**config.mk**
```make
export PLATFORM = sky130hd
export DESIGN_NAME = cpg_counting_gen
export DESIGN_NICKNAME = d
export VERILOG_FILES = /design/src/rtl/cpg_pkg.sv /design/src/rtl/cpg_pat_count.sv /design/src/rtl/cpg_stream_fsm.sv /design/src/rtl/cpg_decoder.sv /design/src/rtl/cpg_counting_gen.sv
export SDC_FILE = /design/constraint.sdc
export NUM_CORES = 1
export LEC_CHECK = 0
export BUFFER_PORTS_ARGS = -buffer_cell sky130_fd_sc_hd__buf_2
export CAP_MARGIN = 20
export CORE_MARGIN = 2
export CORE_UTILIZATION = 30
export CTS_CLUSTER_SIZE = 28
export DETAILED_ROUTE_END_ITERATION = 6
export PLACE_DENSITY = 0.52
export SLEW_MARGIN = 20
export SYNTH_ARGS = -nofsm -noshare
export SYNTH_HDL_FRONTEND = slang
export SYNTH_HIERARCHICAL = 1
export SYNTH_SLANG_ARGS = --single-unit
```
**constraint.sdc**
```tcl
create_clock -name clk -period 5.6 [get_ports clk]
set_input_delay 1.12 -clock clk [delete_from_list [all_inputs] [get_ports clk]]
set_output_delay 1.12 -clock clk [all_outputs]
set_load 0.03 [all_outputs]
```
**src/rtl/cpg_pkg.sv**
```systemverilog
package cpg_pkg;

    typedef enum logic [1:0] {
        ST_IDLE   = 2'd0,
        ST_SIZE   = 2'd1,
        ST_STREAM = 2'd2
    } cpg_state_t;

endpackage

```
**src/rtl/cpg_pat_count.sv**
```systemverilog
module cpg_pat_count #(
    parameter int CNT_W = 12,
    parameter int PAT_W = 4
) (
    input  logic [CNT_W-1:0] cells,
    output logic [PAT_W-1:0] pat_num
);
    localparam int EXT_W = CNT_W + 1;

    logic [EXT_W-1:0] plus_one;
    logic [EXT_W-1:0] top_hit;

    // P = ceil(log2(C+2)) equals the bit length of C+1
    assign plus_one = {1'b0, cells} + EXT_W'(1);

    genvar gi;
    generate
        for (gi = 0; gi < EXT_W; gi++) begin : g_lod
            if (gi == EXT_W - 1) begin : g_msb
                assign top_hit[gi] = plus_one[gi];
            end else begin : g_low
                assign top_hit[gi] = plus_one[gi] & ~(|plus_one[EXT_W-1:gi+1]);
            end
        end
    endgenerate

    always_comb begin
        pat_num = '0;
        for (int i = 0; i < EXT_W; i++) begin
            if (top_hit[i]) pat_num = PAT_W'(i + 1);
        end
    end

endmodule

```
**src/rtl/cpg_stream_fsm.sv**
```systemverilog
module cpg_stream_fsm
    import cpg_pkg::*;
#(
    parameter int CNT_W = 12,
    parameter int PAT_W = 4
) (
    input  logic             clk,
    input  logic             rst_n,
    input  logic             start,
    input  logic [CNT_W-1:0] cell_count,
    input  logic [PAT_W-1:0] pat_num_in,
    output logic [CNT_W-1:0] c_reg,
    output logic [PAT_W-1:0] p_reg,
    input  logic             out_ready,
    output logic             out_valid,
    output logic             out_bit,
    output logic [PAT_W-1:0] out_pat,
    output logic [CNT_W-1:0] out_cell,
    output logic             out_last_bit,
    output logic             out_last_pat,
    output logic             busy
);
    localparam int EXT_W = CNT_W + 1;

    cpg_state_t       state, state_nxt;
    logic [CNT_W-1:0] cell_q;
    logic [PAT_W-1:0] pat_q;
    logic             fire;
    logic             at_cell_one;
    logic             at_final_pat;
    logic [EXT_W-1:0] cell_shift;

    assign at_cell_one  = (cell_q == CNT_W'(1));
    assign at_final_pat = (pat_q == p_reg - PAT_W'(1));
    assign fire         = (state == ST_STREAM) && out_ready;

    // state register
    always_ff @(posedge clk or negedge rst_n) begin
        if (!rst_n) state <= ST_IDLE;
        else        state <= state_nxt;
    end

    always_comb begin
        state_nxt = state;
        unique case (state)
            ST_IDLE:   if (start && (cell_count != '0)) state_nxt = ST_SIZE;
            ST_SIZE:   state_nxt = ST_STREAM;
            ST_STREAM: if (fire && at_cell_one && at_final_pat) state_nxt = ST_IDLE;
            default:   state_nxt = ST_IDLE;
        endcase
    end

    // counters and latched job size
    always_ff @(posedge clk or negedge rst_n) begin
        if (!rst_n) begin
            c_reg  <= '0;
            p_reg  <= '0;
            cell_q <= '0;
            pat_q  <= '0;
        end else begin
            unique case (state)
                ST_IDLE: begin
                    if (start && (cell_count != '0)) c_reg <= cell_count;
                end
                ST_SIZE: begin
                    p_reg  <= pat_num_in;
                    cell_q <= c_reg;
                    pat_q  <= '0;
                end
                ST_STREAM: begin
                    if (fire) begin
                        if (at_cell_one) begin
                            cell_q <= c_reg;
                            pat_q  <= pat_q + PAT_W'(1);
                        end else begin
                            cell_q <= cell_q - CNT_W'(1);
                        end
                    end
                end
                default: ;
            endcase
        end
    end

    // outputs
    always_comb begin
        cell_shift   = {1'b0, cell_q} >> pat_q;
        out_valid    = (state == ST_STREAM);
        out_bit      = out_valid & cell_shift[0];
        out_pat      = pat_q;
        out_cell     = cell_q;
        out_last_bit = out_valid & at_cell_one;
        out_last_pat = out_valid & at_final_pat;
        busy         = (state != ST_IDLE);
    end

    p_min_len_r2: assert property (@(posedge clk) disable iff (!rst_n)
        (state == ST_STREAM) |->
            ((int'(c_reg) + 2 <= (1 << p_reg)) && (int'(c_reg) + 2 > (1 << (p_reg - PAT_W'(1))))));

    p_step_r3: assert property (@(posedge clk) disable iff (!rst_n)
        (out_valid && out_ready && !out_last_bit) |=>
            ((out_cell == $past(out_cell) - CNT_W'(1)) && (out_pat == $past(out_pat))));

    p_wrap_r4: assert property (@(posedge clk) disable iff (!rst_n)
        (out_valid && out_ready && out_last_bit && !out_last_pat) |=>
            ((out_cell == c_reg) && (out_pat == $past(out_pat) + PAT_W'(1))));

    p_range_r4: assert property (@(posedge clk) disable iff (!rst_n)
        out_valid |-> (out_pat < p_reg));

    p_hold_r6: assert property (@(posedge clk) disable iff (!rst_n)
        (out_valid && !out_ready) |=>
            (out_valid && $stable(out_cell) && $stable(out_pat) && $stable(out_bit)));

    p_end_r7: assert property (@(posedge clk) disable iff (!rst_n)
        (out_valid && out_ready && out_last_bit && out_last_pat) |=> (!out_valid && !busy));

endmodule

```
**src/rtl/cpg_decoder.sv**
```systemverilog
module cpg_decoder #(
    parameter int CNT_W = 12,
    parameter int PAT_W = 4
) (
    input  logic             clk,
    input  logic             rst_n,
    input  logic             dec_req,
    input  logic [CNT_W:0]   dec_samples,
    input  logic [CNT_W-1:0] c_reg,
    input  logic [PAT_W-1:0] p_reg,
    output logic             dec_valid,
    output logic [CNT_W:0]   dec_cell,
    output logic             dec_ok
);
    localparam int EXT_W = CNT_W + 1;

    logic [EXT_W-1:0] keep_mask;
    logic [EXT_W-1:0] masked;

    genvar gi;
    generate
        for (gi = 0; gi < EXT_W; gi++) begin : g_mask
            assign keep_mask[gi] = (PAT_W'(gi) < p_reg);
        end
    endgenerate

    assign masked = dec_samples & keep_mask;

    always_ff @(posedge clk or negedge rst_n) begin
        if (!rst_n) begin
            dec_valid <= 1'b0;
            dec_cell  <= '0;
            dec_ok    <= 1'b0;
        end else begin
            dec_valid <= dec_req;
            if (dec_req) begin
                dec_cell <= masked;
                dec_ok   <= (masked != '0) && (masked <= {1'b0, c_reg});
            end
        end
    end

    p_ok_range_r9: assert property (@(posedge clk) disable iff (!rst_n)
        (dec_valid && dec_ok) |-> ((dec_cell != '0) && (dec_cell <= {1'b0, $past(c_reg)})));

endmodule

```
**src/rtl/cpg_counting_gen.sv**
```systemverilog
module cpg_counting_gen #(
    parameter int CNT_W = 12,
    parameter int PAT_W = $clog2(CNT_W + 2)
) (
    input  logic             clk,
    input  logic             rst_n,
    input  logic             start,
    input  logic [CNT_W-1:0] cell_count,
    input  logic             out_ready,
    output logic             out_valid,
    output logic             out_bit,
    output logic [PAT_W-1:0] out_pat,
    output logic [CNT_W-1:0] out_cell,
    output logic             out_last_bit,
    output logic             out_last_pat,
    output logic             busy,
    output logic [PAT_W-1:0] pat_total,
    input  logic             dec_req,
    input  logic [CNT_W:0]   dec_samples,
    output logic             dec_valid,
    output logic [CNT_W:0]   dec_cell,
    output logic             dec_ok
);
    logic [CNT_W-1:0] c_reg;
    logic [PAT_W-1:0] p_reg;
    logic [PAT_W-1:0] pat_num;

    cpg_pat_count #(.CNT_W(CNT_W), .PAT_W(PAT_W)) u_count (
        .cells   (c_reg),
        .pat_num (pat_num)
    );

    cpg_stream_fsm #(.CNT_W(CNT_W), .PAT_W(PAT_W)) u_fsm (
        .clk          (clk),
        .rst_n        (rst_n),
        .start        (start),
        .cell_count   (cell_count),
        .pat_num_in   (pat_num),
        .c_reg        (c_reg),
        .p_reg        (p_reg),
        .out_ready    (out_ready),
        .out_valid    (out_valid),
        .out_bit      (out_bit),
        .out_pat      (out_pat),
        .out_cell     (out_cell),
        .out_last_bit (out_last_bit),
        .out_last_pat (out_last_pat),
        .busy         (busy)
    );

    cpg_decoder #(.CNT_W(CNT_W), .PAT_W(PAT_W)) u_dec (
        .clk         (clk),
        .rst_n       (rst_n),
        .dec_req     (dec_req),
        .dec_samples (dec_samples),
        .c_reg       (c_reg),
        .p_reg       (p_reg),
        .dec_valid   (dec_valid),
        .dec_cell    (dec_cell),
        .dec_ok      (dec_ok)
    );

    assign pat_total = p_reg;

endmodule

```
# Word level (Yosys, flattened, before mapping)
# Index checks and enable logic that the tools add are counted.
# word_totals
romBits	0
mem_count	0
word_cells	110
out_inout_bits	40
latch_bits	0
ramBits	0
regBits	49
# op_classes
eq_ne	8
n_addsub	4
bitwise	28
n_lt_le_gt_ge	14
mul	0
n_shift	1
muxes	22
div_mod_pow	0
n_reduce_logical	25
# ops
op	count
two-way mux 4 bit	14
two-way mux 12 bit	2
case mux 12 bit (2 select lines)	1
< comparator 4 bit, first input constant	5
< comparator 3 x 4 -> 1 bit, first input constant	4
AND 1 bit	15
adder 12 x 1 -> 13 bit, second input constant	1
AND 13 bit	1
<= comparator 13 x 12 -> 1 bit	1
nonzero test 13 bit	1
equality test 12 x 1 -> 1 bit, second input constant	1
NOT 1 bit	12
nonzero test 12 bit	1
OR reduction 12 bit	1
>> shifter 12 x 4 -> 1 bit	1
subtractor 12 x 1 -> 12 bit, second input constant	1
OR reduction 11 bit	1
OR reduction 10 bit	1
OR reduction 9 bit	1
< comparator 1 x 4 -> 1 bit, first input constant	2
< comparator 2 x 4 -> 1 bit, first input constant	2
!= test 2 x 1 -> 1 bit, second input constant	4
case mux 4 bit (2 select lines)	1
OR reduction 8 bit	1
other kinds (19)	27

# Depth between registers and ports, before layout
# Gate-level depths: netlist (run 1).
# logic_depth
word_depth	17
mapped_depth	11

# Modules after synthesis
# Netlist (run 1), hierarchy kept.
# by_module_without_submodules
mod	cells_per_inst	area_each_um2	seq_area_each_um2	instances
cpg_stream_fsm	199	2039.5	850.8	1
cpg_decoder	123	1109.8	375.4	1
cpg_pat_count	80	510.5	0.0	1

# Worst setup path before layout (run 1)
# No wires, ideal clock.
# synth_path
path_kind	flip-flop to output port
from	register u_fsm.p_reg[1]
to	output out_last_pat
path_stages_with_launch	6
required_ns	4.480
path_slack_ns	2.502
arrival_ns	1.978
cell_sequence	dfrtp_1 -> inv_1 -> ha_1 -> xnor3_1 -> nand3_1 -> nor3_1
# synth_via
elab_chain_len	3
# synth_rtl
element	line_no	rtl
start: declaration	cpg_stream_fsm.sv:13	output logic [PAT_W-1:0] p_reg,
start signal: assignment	cpg_stream_fsm.sv:66	p_reg <= pat_num_in;
subtractor 4 x 1 -> 4 bit	cpg_stream_fsm.sv:34	assign at_final_pat = (pat_q == p_reg - PAT_W'(1));
equality test 4 bit	cpg_stream_fsm.sv:34	
AND 1 bit	cpg_stream_fsm.sv:93	out_last_pat = out_valid & at_final_pat;
end: declaration	cpg_counting_gen.sv:15	output logic out_last_pat,
# Every way passes these cells.

# Worst setup path in the final report (run 1)
# Same ends and word-level chain as after synthesis.

==> metrics.md, run 1 <==
| Metric | Value |
|---|---|
| Setup slack of the worst register-to-register path | `3.14 ns` |
| Mapped cell area | `3660 µm²` |
| Antenna violation net count after detailed routing | `0` |
| Total Nets Final | `510` |
| # Max-Cap Violations | `0` |
| Final core utilization | `35.9%` |
| Max rail drop VDD | `0.154 mV` |
| Number of warnings reported in the yosys synthesis log | `6` |
| Number of antenna violations at the first check in global routing | `0` |
| Max Transition Viols Final | `0` |
| Total Wirelength | `10300 µm` |
| Critical path capture point type | `output pin` |
| Die Height | `114 µm` |
| Number of cell rows | `40` |
| Largest buffer count on any clock path | `2` |
| First-pass GRT wire length | `16700 µm` |
| Fraction of registers with async set/reset | `100%` |
| Setup violations, final | `0` |
| Period minus WS final | `3.29 ns` |
| Largest family of logic cells by synthesized area | `simple AND/OR/NAND/NOR gates` |
| EDFF count, synth | `0` |
| Cell count after synthesis | `402` |
| Worst-Margin Slew | `0.756 ns` |
| Required time reported for the critical path endpoint | `4.48 ns` |
| Via count of the first global-routing pass | `3181` |
| Initial DRC Count | `190` |
| Run status | `complete, no violations` |
| Net Count, Synth | `453` |
| Cell-by-cell trace of the critical path | `inv_1, ha_1, xnor3_1, nand3_1, nor3_1, buf_2` |
| Category of the most critical setup path | `reg2out` |
| Area after DPL | `4100 µm²` |
| Share of cell area taken by muxes after synthesis | `13.0%` |
| Max incr delay on CP | `0.68 ns` |
| Total clock buffers created by CTS | `5` |
| Clock net sink count | `49` |
| Global route total overflow | `0` |
| Chip width | `114 µm` |
| Avg Inst Size Synth | `9.10 µm²` |
| Maximum fanout along the worst path | `19` |
| Met1 wire length | `4670 µm` |
| End of the worst hold path | `u_dec/dec_cell[11]$_DFFE_PN0P_` |
| Number of placed I/O pins | `70` |
| Proportion of synthesized chip area in sequential cells | `33.5%` |
| R2R cell count | `8` |
| Fraction of the mapped netlist area in simple logic gates | `19.7%` |
| Die Footprint | `13100 µm²` |
| Buffer type at the clock tree root | `sky130_fd_sc_hd__clkbuf_16` |
| Normalized max-slew margin | `48.6%` |
| Setup total negative slack | `0 ns` |
| Power per standard cell area | `585 nW/µm²` |
| Unrepaired setup endpoints after global routing | `no` |
| Number of filler instances in the final layout | `1240` |
| Worst Path Arrival | `2.17 ns` |
| Number of flip-flops under the largest register name | `13` |
| R2R Path End | `u_dec/dec_ok$_DFFE_PN0P_` |
| Post-CTS Hold Fix Bufs | `0` |
| Crit share post-route | `58.8%` |
| Main area contributors after synthesis | `sky130_fd_sc_hd__dfrtp_1 (34%), sky130_fd_sc_hd__mux2_2 (8.3%), sky130_fd_sc_hd__ha_1 (7.2%)` |
| Synth Area in Compound Gates | `18.2%` |
| Worst Clk Skew | `0.00752 ns` |
| Clk_lat worst skew | `0.29 ns` |
| H-Tree Depth | `2` |
| Resized Gates After CTS | `0` |
| Crit path launch type | `flop` |
| Final Instance Area | `4290 µm²` |
| Number of vias per cell after detailed routing | `5.40` |
| Worst flop-to-flop path startpoint | `u_fsm/p_reg[2]$_DFFE_PN0P_` |
| Clock tree from TritonCTS | `yes` |
| Residual DRC | `0` |
| Area share of xor/xnor cells in the synthesized design | `2.77%` |
| Starting density of the core | `30.6%` |
| Dpl hpwl | `7650 µm` |
| Routed length on met3 | `564 µm` |
| Power consumption | `2.51 mW` |
| Synthesized flop and latch total | `49` |
| Largest area contributor in the netlist | `sky130_fd_sc_hd__dfrtp_1` |
| Pin count of the biggest net entering global routing | `50` |
| Worst Hold Path Cells | `1` |
| Routed length on met2 | `4890 µm` |
| Min-delay worst type | `reg2reg` |
| Clk slew on worst S/H paths | `0.07 ns` |
| Number of post-CTS setup repair buffers | `0` |
| Area growth, synth to finish | `17.2%` |
| Most numerous cell types in the synthesized netlist | `sky130_fd_sc_hd__dfrtp_1 (49), sky130_fd_sc_hd__nand2_1 (33), sky130_fd_sc_hd__a21oi_1 (29)` |
| Leakage Power | `1.94 nW` |
| Final-report hold violation count | `0` |
| Adder and majority gate portion of the synthesized area | `7.18%` |
| Most instantiated library cell after synthesis | `sky130_fd_sc_hd__dfrtp_1` |
| First-pass iteration count of the detailed router | `4` |
| Top cell type's share of synthesized area | `33.5%` |
| Top metal layer carrying routed signals | `met4` |
| Total GRT Usage | `16.2%` |
| Max frequency | `304 MHz` |
| Core area | `12000 µm²` |
| Origin of the worst min-delay path | `u_dec/dec_cell[11]$_DFFE_PN0P_` |
| Final GP Congestion | `0.850` |
| Antenna cell count | `0` |
| Setup slack of the critical path after layout | `2.31 ns` |
| Dominant synthesized flop cell | `sky130_fd_sc_hd__dfrtp_1` |
| Count of distinct cell types in the synthesized netlist | `67` |
| Wirelength per Cell | `16.9 µm` |
| Number of port buffers | `69` |
| Vias | `3280` |
| Post-Place Setup Slack | `2.64 ns` |
| Fraction of final layout cells sized beyond drive strength 1 | `27.6%` |
| CP max-delay cell | `sky130_fd_sc_hd__dfrtp_1` |
-- area by class of cell --
cell class	count	area (µm²)	area share [%]
Timing Repair Buffer	70	353	8.22
Tap cell	147	184	4.29
Clock buffer	5	125	2.92
Inverter	29	109	2.54
Sequential cell	49	1230	28.6
Clock inverter	3	65.1	1.52
Multi-Input combinational cell	304	2230	51.9
-- worst max-delay path by stage --
| stage | from | end | slack, ns |
|---|---|---|---|
| final | u_fsm/p_reg[1]$_DFFE_PN0P_ | out_last_pat | 2.31 |
| after floorplan | u_fsm/p_reg[1]$_DFFE_PN0P_ | out_last_pat | 2.50 |
| after global routing | u_fsm/p_reg[1]$_DFFE_PN0P_ | out_last_pat | 2.15 |
| after detailed placement | u_fsm/p_reg[1]$_DFFE_PN0P_ | out_last_pat | 2.64 |
| after CTS | u_fsm/p_reg[1]$_DFFE_PN0P_ | out_last_pat | 2.31 |
| after global placement | u_fsm/p_reg[1]$_DFFE_PN0P_ | out_last_pat | 2.65 |
-- power by group --
group | internal, mW | total [mW] | switching (mW)
Combinational | 0.529 | 1.30 | 0.775
Sequential | 0.492 | 0.811 | 0.319
Clock | 0.255 | 0.393 | 0.138
-- per-layer routing --
layer / track usage [%] / vias to the layer above
li1: - / 1583
met1: 22.5 / 1597
met2: 25.9 / 86
met3: 2.65 / 14
met4: 4.55 / 0
met5: 0 / -
-- kinds of logic (layout without fill, tap and decap cells) --
family | Yosys count | after routing
XOR/XNOR | 10 | 10
buffers and inverters | 49 | 107
flip-flops | 49 | 49
adder cells (fa/ha/maj) | 21 | 21
AO/OA/AOI/OAI | 103 | 103
AND/OR/NAND/NOR | 130 | 130
multiplexers | 40 | 40
-- critical path: cells and delay by family, from the launching register on --
kind / cells / cell delay [ns]
DFF: 1 / 0.68
and+or+nand+nor: 2 / 0.34
xor gates and xnor gates: 1 / 0.27
buffers and inverters: 2 / 0.37
adders and majority gates: 1 / 0.23
-- layout by cell type (no fill, tap or decap), drive strengths merged, types with 4 or more instances in the layout --
cell type,Yosys,routed
a21oi,30,30
a31oi,5,5
and2,4,4
and3,4,4
buf,11,70
clkbuf,9,5
dfrtp,49,49
ha,21,21
inv,28,28
mux2,29,29
mux2i,8,8
nand2,34,34
nand3,16,16
nand4,6,6
nor2,25,25
nor2b,5,5
nor3,11,11
nor4,10,10
o21a,4,4
o21ai,27,27
o22ai,5,5
o31ai,4,4
xnor2,6,6
-- metrics by stage --
step | hold slack [ns] | std cells
2_1_floorplan | 0.491 | 402
3_3_place_gp | 0.486 | 599
3_5_place_dp | 0.491 | 599
4_1_cts | 0.507 | 607
5_1_grt | 0.527 | 607
6_report | 0.503 | 607
Note: power is estimated with default switching activity, not from simulation.
==> run 2: changes to the inputs <==
- ABC_AREA: unset -> 1
- PLACE_DENSITY: 0.52 -> 0.51
- clock period: 5.6 -> 3.15 ns (I/O delays scaled with it)
==> metrics.md, run 2 <==
| Metric | Value |
|---|---|
| Most instantiated library cell after synthesis | `sky130_fd_sc_hd__nand2_1` |
| Total clock buffers created by CTS | `5` |
| Avg Inst Size Synth | `6.72 µm²` |
| Clk slew on worst S/H paths | `0.07 ns` |
| Crit share post-route | `83.0%` |
| Sequential share of power | `27.6%` |
| Final GP Congestion | `0.838` |
| H-Tree Depth | `2` |
| Die Footprint | `13800 µm²` |
| Worst Clk Skew | `0.00481 ns` |
| Core area | `12600 µm²` |
| Unrepaired setup endpoints after global routing | `no` |
| GRT Max-Usage Layer | `met2` |
| Global route total overflow | `0` |
| Number of post-CTS setup repair buffers | `0` |
| Largest area contributor in the netlist | `sky130_fd_sc_hd__dfrtp_1` |
| Most frequent cell on the critical path | `sky130_fd_sc_hd__inv_1` |
| Setup crit start | `u_fsm/state[0]$_DFFE_PN0P_` |
| Antenna violation net count after detailed routing | `0` |
| CP max-delay cell | `sky130_fd_sc_hd__dfrtp_1` |
| Number of placed I/O pins | `70` |
| Power per standard cell area | `1030 nW/µm²` |
| Period minus WS final | `2.62 ns` |
| First-pass iteration count of the detailed router | `5` |
| Antenna cell count | `0` |
| EDFF count, synth | `0` |
| Number of port buffers | `69` |
| Run status | `complete, no violations` |
| Clock tree from TritonCTS | `yes` |
| Max Transition Viols Final | `0` |
| Final Instance Area | `4540 µm²` |
| Cell-by-cell trace of the critical path | `inv_1, ha_1, inv_1, nor4_1, buf_2` |
| Dpl hpwl | `8470 µm` |
| Number of flip-flops under the largest register name | `13` |
| Residual DRC | `0` |
| M3 GR Usage | `3.16%` |
| Max incr delay on CP | `0.40 ns` |
| Mapped cell area | `3850 µm²` |
| Fraction of final layout cells sized beyond drive strength 1 | `19.2%` |
| Top cell type's share of synthesized area | `31.8%` |
| Clk_lat worst skew | `0.30 ns` |
| Most common cell after layout, fill and taps aside | `sky130_fd_sc_hd__nand2_1` |
| Worst-Margin Slew | `0.695 ns` |
| First-pass GRT wire length | `18100 µm` |
| Chip width | `117 µm` |
| Number of buffer and inverter stages on the critical path | `3` |
| Category of the most critical setup path | `reg2out` |
| Total Nets Final | `690` |
| Pin count of the biggest net entering global routing | `34` |
| Maximum fanout along the worst path | `8` |
| Cell count after synthesis | `573` |
| Combinational group share of total power | `57.3%` |
| Clk pwr share | `15.1%` |
| # Max-Cap Violations | `0` |
| Dominant synthesized flop cell | `sky130_fd_sc_hd__dfrtp_1` |
| Worst flop-to-flop path startpoint | `u_fsm/c_reg[0]$_DFFE_PN0P_` |
| Main area contributors after synthesis | `sky130_fd_sc_hd__dfrtp_1 (32%), sky130_fd_sc_hd__nand2_1 (16%), sky130_fd_sc_hd__inv_1 (9.2%)` |
| Resized Gates After CTS | `0` |
| GR Layer Usage met2 | `24.9%` |
| Wirelength per Cell | `13.2 µm` |
| Max frequency | `382 MHz` |
| Required time reported for the critical path endpoint | `2.52 ns` |
| Commonest cells after routing, fill and taps aside | `sky130_fd_sc_hd__nand2_1 (166), sky130_fd_sc_hd__inv_1 (94), sky130_fd_sc_hd__buf_2 (69)` |
| Proportion of synthesized chip area in sequential cells | `31.8%` |
| Worst Path Arrival | `1.99 ns` |
| Setup total negative slack | `0 ns` |
| Number of vias per cell after detailed routing | `4.69` |
| Initial DRC Count | `185` |
| Critical path capture point type | `output pin` |
| Die Height | `117 µm` |
| Normalized max-slew margin | `53.6%` |
| Total GRT Usage | `16.1%` |
| Net Count, Synth | `624` |
| Number of antenna violations at the first check in global routing | `0` |
| Number of cell rows | `41` |
| Area after DPL | `4350 µm²` |
| Crit path launch type | `flop` |
| Leakage Power | `2.45 nW` |
| Post-CTS Hold Fix Bufs | `0` |
| Most numerous cell types in the synthesized netlist | `sky130_fd_sc_hd__nand2_1 (166), sky130_fd_sc_hd__inv_1 (94), sky130_fd_sc_hd__nor2_1 (53)` |
| Final-report hold violation count | `0` |
| M1 GR Usage | `22.7%` |
| Clock net sink count | `49` |
| Max rail drop VDD | `0.496 mV` |
| Area growth, synth to finish | `17.9%` |
| Buffer type at the clock tree root | `sky130_fd_sc_hd__clkbuf_16` |
| Min-delay worst type | `in2async` |
| Psw | `2.48 mW` |
| Fraction of registers with async set/reset | `100%` |
| Starting density of the core | `30.6%` |
| Via count of the first global-routing pass | `3622` |
| Cell internal pwr | `2.20 mW` |
| Count of distinct cell types in the synthesized netlist | `37` |
| Largest buffer count on any clock path | `2` |
| Number of warnings reported in the yosys synthesis log | `6` |
| Share of total power consumed by net switching | `53.0%` |
| Largest delay contributor family on the critical path | `buffers and inverters` |
| Synthesized flop and latch total | `49` |
| Total Wirelength | `10700 µm` |
| Vias | `3807` |
| Setup violations, final | `0` |
run 2: layer usage:
metal  vias up  wire length [µm]
met5         -                 0
met4         0               259
li1       1935                 -
met1      1732              5310
met3        20               569
met2       120              4590
run 2: power by group through the flow:
stage          logic (mW)  clock network, mW  registers, mW
2_1_floorplan        1.82                  0           1.44
3_3_place_gp         2.64                  0           1.31
3_5_place_dp         2.67                  0           1.31
4_1_cts              2.69              0.732           1.30
5_1_grt              3.05              0.745           1.35
6_report             2.68              0.704           1.29
run 2: stage by stage:
step	instances	util [%]	worst slack, ns	hold WS [ns]	power [mW]
after floorplan	573	-	0.348	0.334	3.26
after global placement	804	34.6	0.864	0.461	3.95
after detailed placement	804	34.6	0.825	0.468	3.98
after CTS	812	36.1	0.475	0.242	4.72
after global routing	812	36.1	0.349	0.267	5.15
final	812	36.1	0.535	0.239	4.67
run 2: final timing paths:
check / slack (ns) / cells past startpoint / endpoint
worst max-delay path: 0.53 / 5 / out_last_bit
worst min-delay path: 0.24 / 1 / u_dec/dec_cell[9]$_DFFE_PN0P_
worst max register to register: 1.00 / 14 / u_fsm/p_reg[1]$_DFFE_PN0P_
worst min register to register: 0.48 / 2 / u_dec/dec_cell[3]$_DFFE_PN0P_
max in group asynchronous: 2.14 / 2 / u_fsm/c_reg[0]$_DFFE_PN0P_
min in group clk: 0.48 / 2 / u_dec/dec_cell[3]$_DFFE_PN0P_
run 2: kinds of logic after synthesis:
group / count (synthesis) / share of synthesized area (%)
compound gates: 85 / 12.1
xor+xnor: 8 / 1.82
fa+ha+maj: 21 / 6.82
buf+inv: 109 / 11.5
flops: 49 / 31.8
simple gates: 301 / 35.9
run 2: worst register-to-register path, cell delays in order (launching register included):
cell                      delay (ns)
sky130_fd_sc_hd__dfrtp_1        0.50
sky130_fd_sc_hd__ha_1           0.29
sky130_fd_sc_hd__nand2_2        0.11
sky130_fd_sc_hd__inv_1          0.05
sky130_fd_sc_hd__nand2_1        0.07
sky130_fd_sc_hd__inv_1          0.07
sky130_fd_sc_hd__nand3_1        0.15
sky130_fd_sc_hd__nand3_4        0.12
sky130_fd_sc_hd__nor2_4         0.19
sky130_fd_sc_hd__nand3_2        0.10
sky130_fd_sc_hd__nand2_1        0.07
sky130_fd_sc_hd__nor2_1         0.04
sky130_fd_sc_hd__a21oi_1        0.16
sky130_fd_sc_hd__nand2_1        0.07
sky130_fd_sc_hd__o21ai_0        0.08
run 2: layout make-up:
class	count	area [µm²]
inverter	97	367
multi-input combinational	415	2180
clock buffer	5	125
timing repair buffer	71	360
fill	1365	8030
tap	172	215
clock inverter	3	65.1
sequential	49	1230
==> run 3: changes to the inputs <==
- clock period: 3.15 -> 2.61 ns (I/O delays scaled with it)
==> metrics.md, run 3 (synthesized netlist as in run 2, its figures left out) <==
| Metric | Value |
|---|---|
| Run status | `complete, no violations` |
| Setup total negative slack | `0 ns` |
| Wirelength per Cell | `13.8 µm` |
| Die Height | `117 µm` |
| Final-report hold violation count | `0` |
| Number of cell rows | `41` |
| Crit share post-route | `97.1%` |
| Area growth, synth to finish | `18.4%` |
| Setup slack of the critical path after layout | `0.0762 ns` |
| Number of post-CTS setup repair buffers | `0` |
| Dpl hpwl | `8850 µm` |
| Setup violations, final | `0` |
| Global route total overflow | `0` |
| Number of port buffers | `69` |
| Die Footprint | `13800 µm²` |
| Resized Gates After CTS | `0` |
| H-Tree Depth | `2` |
| Worst Clk Skew | `0.00538 ns` |
| First-pass GRT wire length | `18900 µm` |
| Via count of the first global-routing pass | `3731` |
| Number of flip-flops under the largest register name | `13` |
| Starting density of the core | `30.6%` |
| Leakage Power | `2.46 nW` |
| Core area | `12600 µm²` |
| Total clock buffers created by CTS | `5` |
| Max frequency | `395 MHz` |
| Buffer type at the clock tree root | `sky130_fd_sc_hd__clkbuf_16` |
| Number of antenna violations at the first check in global routing | `0` |
| Min-delay worst type | `in2async` |
| Largest buffer count on any clock path | `2` |
| Fraction of final layout cells sized beyond drive strength 1 | `19.8%` |
| Maximum fanout along the worst path | `8` |
| Crit path launch type | `flop` |
| Antenna cell count | `0` |
| Max rail drop VDD | `0.672 mV` |
| Number of vias per cell after detailed routing | `4.64` |
| Max Transition Viols Final | `0` |
| Commonest cells after routing, fill and taps aside | `sky130_fd_sc_hd__nand2_1 (166), sky130_fd_sc_hd__inv_1 (94), sky130_fd_sc_hd__buf_2 (69)` |
| Unrepaired setup endpoints after global routing | `no` |
| Most common cell after layout, fill and taps aside | `sky130_fd_sc_hd__nand2_1` |
| Required time reported for the critical path endpoint | `2.09 ns` |
| Vias | `3781` |
| Normalized max-slew margin | `53.2%` |
| Number of placed I/O pins | `70` |
| Number of filler instances in the final layout | `1401` |
| Antenna violation net count after detailed routing | `0` |
| Residual DRC | `0` |
| Total Nets Final | `692` |
| Total Wirelength | `11200 µm` |
| Clock tree from TritonCTS | `yes` |
| Power per standard cell area | `1230 nW/µm²` |
| First-pass iteration count of the detailed router | `7` |
| # Max-Cap Violations | `0` |
| Clk slew on worst S/H paths | `0.07 ns` |
| Final GP Congestion | `0.889` |
| Category of the most critical setup path | `reg2out` |
| Post-Place Setup Slack | `0.425 ns` |
| Clk_lat worst skew | `0.29 ns` |
| Critical path capture point type | `output pin` |
| Pin count of the biggest net entering global routing | `29` |
| Chip width | `117 µm` |
| Worst-Margin Slew | `0.701 ns` |
| Period minus WS final | `2.53 ns` |
| Worst Path Arrival | `2.01 ns` |
| Initial DRC Count | `197` |
| Post-CTS Hold Fix Bufs | `0` |
| Clock net sink count | `49` |
| Total GRT Usage | `16.6%` |
run 3: cell count changes in the layout (fill, tap and decap cells not counted), sizes merged:
cell,change
buf,+2
clkbuf,+2
clkinv,-1
bufinv,-1
run 3: final timing paths:
| kind | from | to | slack (ns) | cells after the start |
|---|---|---|---|---|
| max | u_fsm/state[0]$_DFFE_PN0P_ | out_last_bit | 0.08 | 5 |
| min | rst_n | u_fsm/c_reg[8]$_DFFE_PN0P_ | 0.23 | 1 |
| max reg2reg | u_fsm/p_reg[3]$_DFFE_PN0P_ | u_dec/dec_ok$_DFFE_PN0P_ | 0.49 | 14 |
| min reg2reg | u_dec/dec_cell[2]$_DFFE_PN0P_ | u_dec/dec_cell[2]$_DFFE_PN0P_ | 0.48 | 2 |
| max in group asynchronous | rst_n | u_fsm/p_reg[0]$_DFFE_PN0P_ | 1.82 | 2 |
| min in group clk | dec_req | u_dec/dec_valid$_DFF_PN0_ | 0.41 | 1 |
run 3: layout make-up:
| cell class | count | area, µm² | share of cell area, % |
|---|---|---|---|
| clock inverter | 1 | 30.0 | 0.658 |
| multi-input combinational | 415 | 2190 | 48.0 |
| sequential | 49 | 1230 | 26.9 |
| clock buffer | 7 | 143 | 3.13 |
| tap | 172 | 215 | 4.72 |
| inverter | 97 | 367 | 8.04 |
| timing repair buffer | 73 | 388 | 8.50 |
run 3: metrics by stage:
step	instances	hold WS (ns)	total power, mW	utilization [%]	area [µm²]
after CTS	814	0.240	5.65	36.2	4560
final	814	0.231	5.61	36.3	4560
after global routing	814	0.269	6.18	36.3	4560
after floorplan	573	0.226	3.94	-	3860
after global placement	806	0.462	4.81	34.9	4380
after detailed placement	806	0.468	4.85	34.9	4380
run 3: worst max-delay path: stages (launching register included):
cell and delay [ns]:
sky130_fd_sc_hd__dfrtp_1 0.40, sky130_fd_sc_hd__inv_1 0.11, sky130_fd_sc_hd__ha_1 0.38, sky130_fd_sc_hd__inv_1 0.22
sky130_fd_sc_hd__nor4_2 0.35, sky130_fd_sc_hd__buf_2 0.25
run 3: per-layer routing:
metal,up-vias,part of all wire (%),global-route usage [%]
met1,1744,47,22.2
li1,1930,-,-
met2,102,48,28.7
met3,5,4.4,2.68
met5,-,0,0
met4,0,0.50,3.09
run 3: power by group:
group	leakage [nW]	switching (mW)	internal [mW]	total [mW]
Sequential	0.618	0.487	1.06	1.55
Combinational	1.75	2.23	1.07	3.30
Clock	0.0841	0.283	0.479	0.762
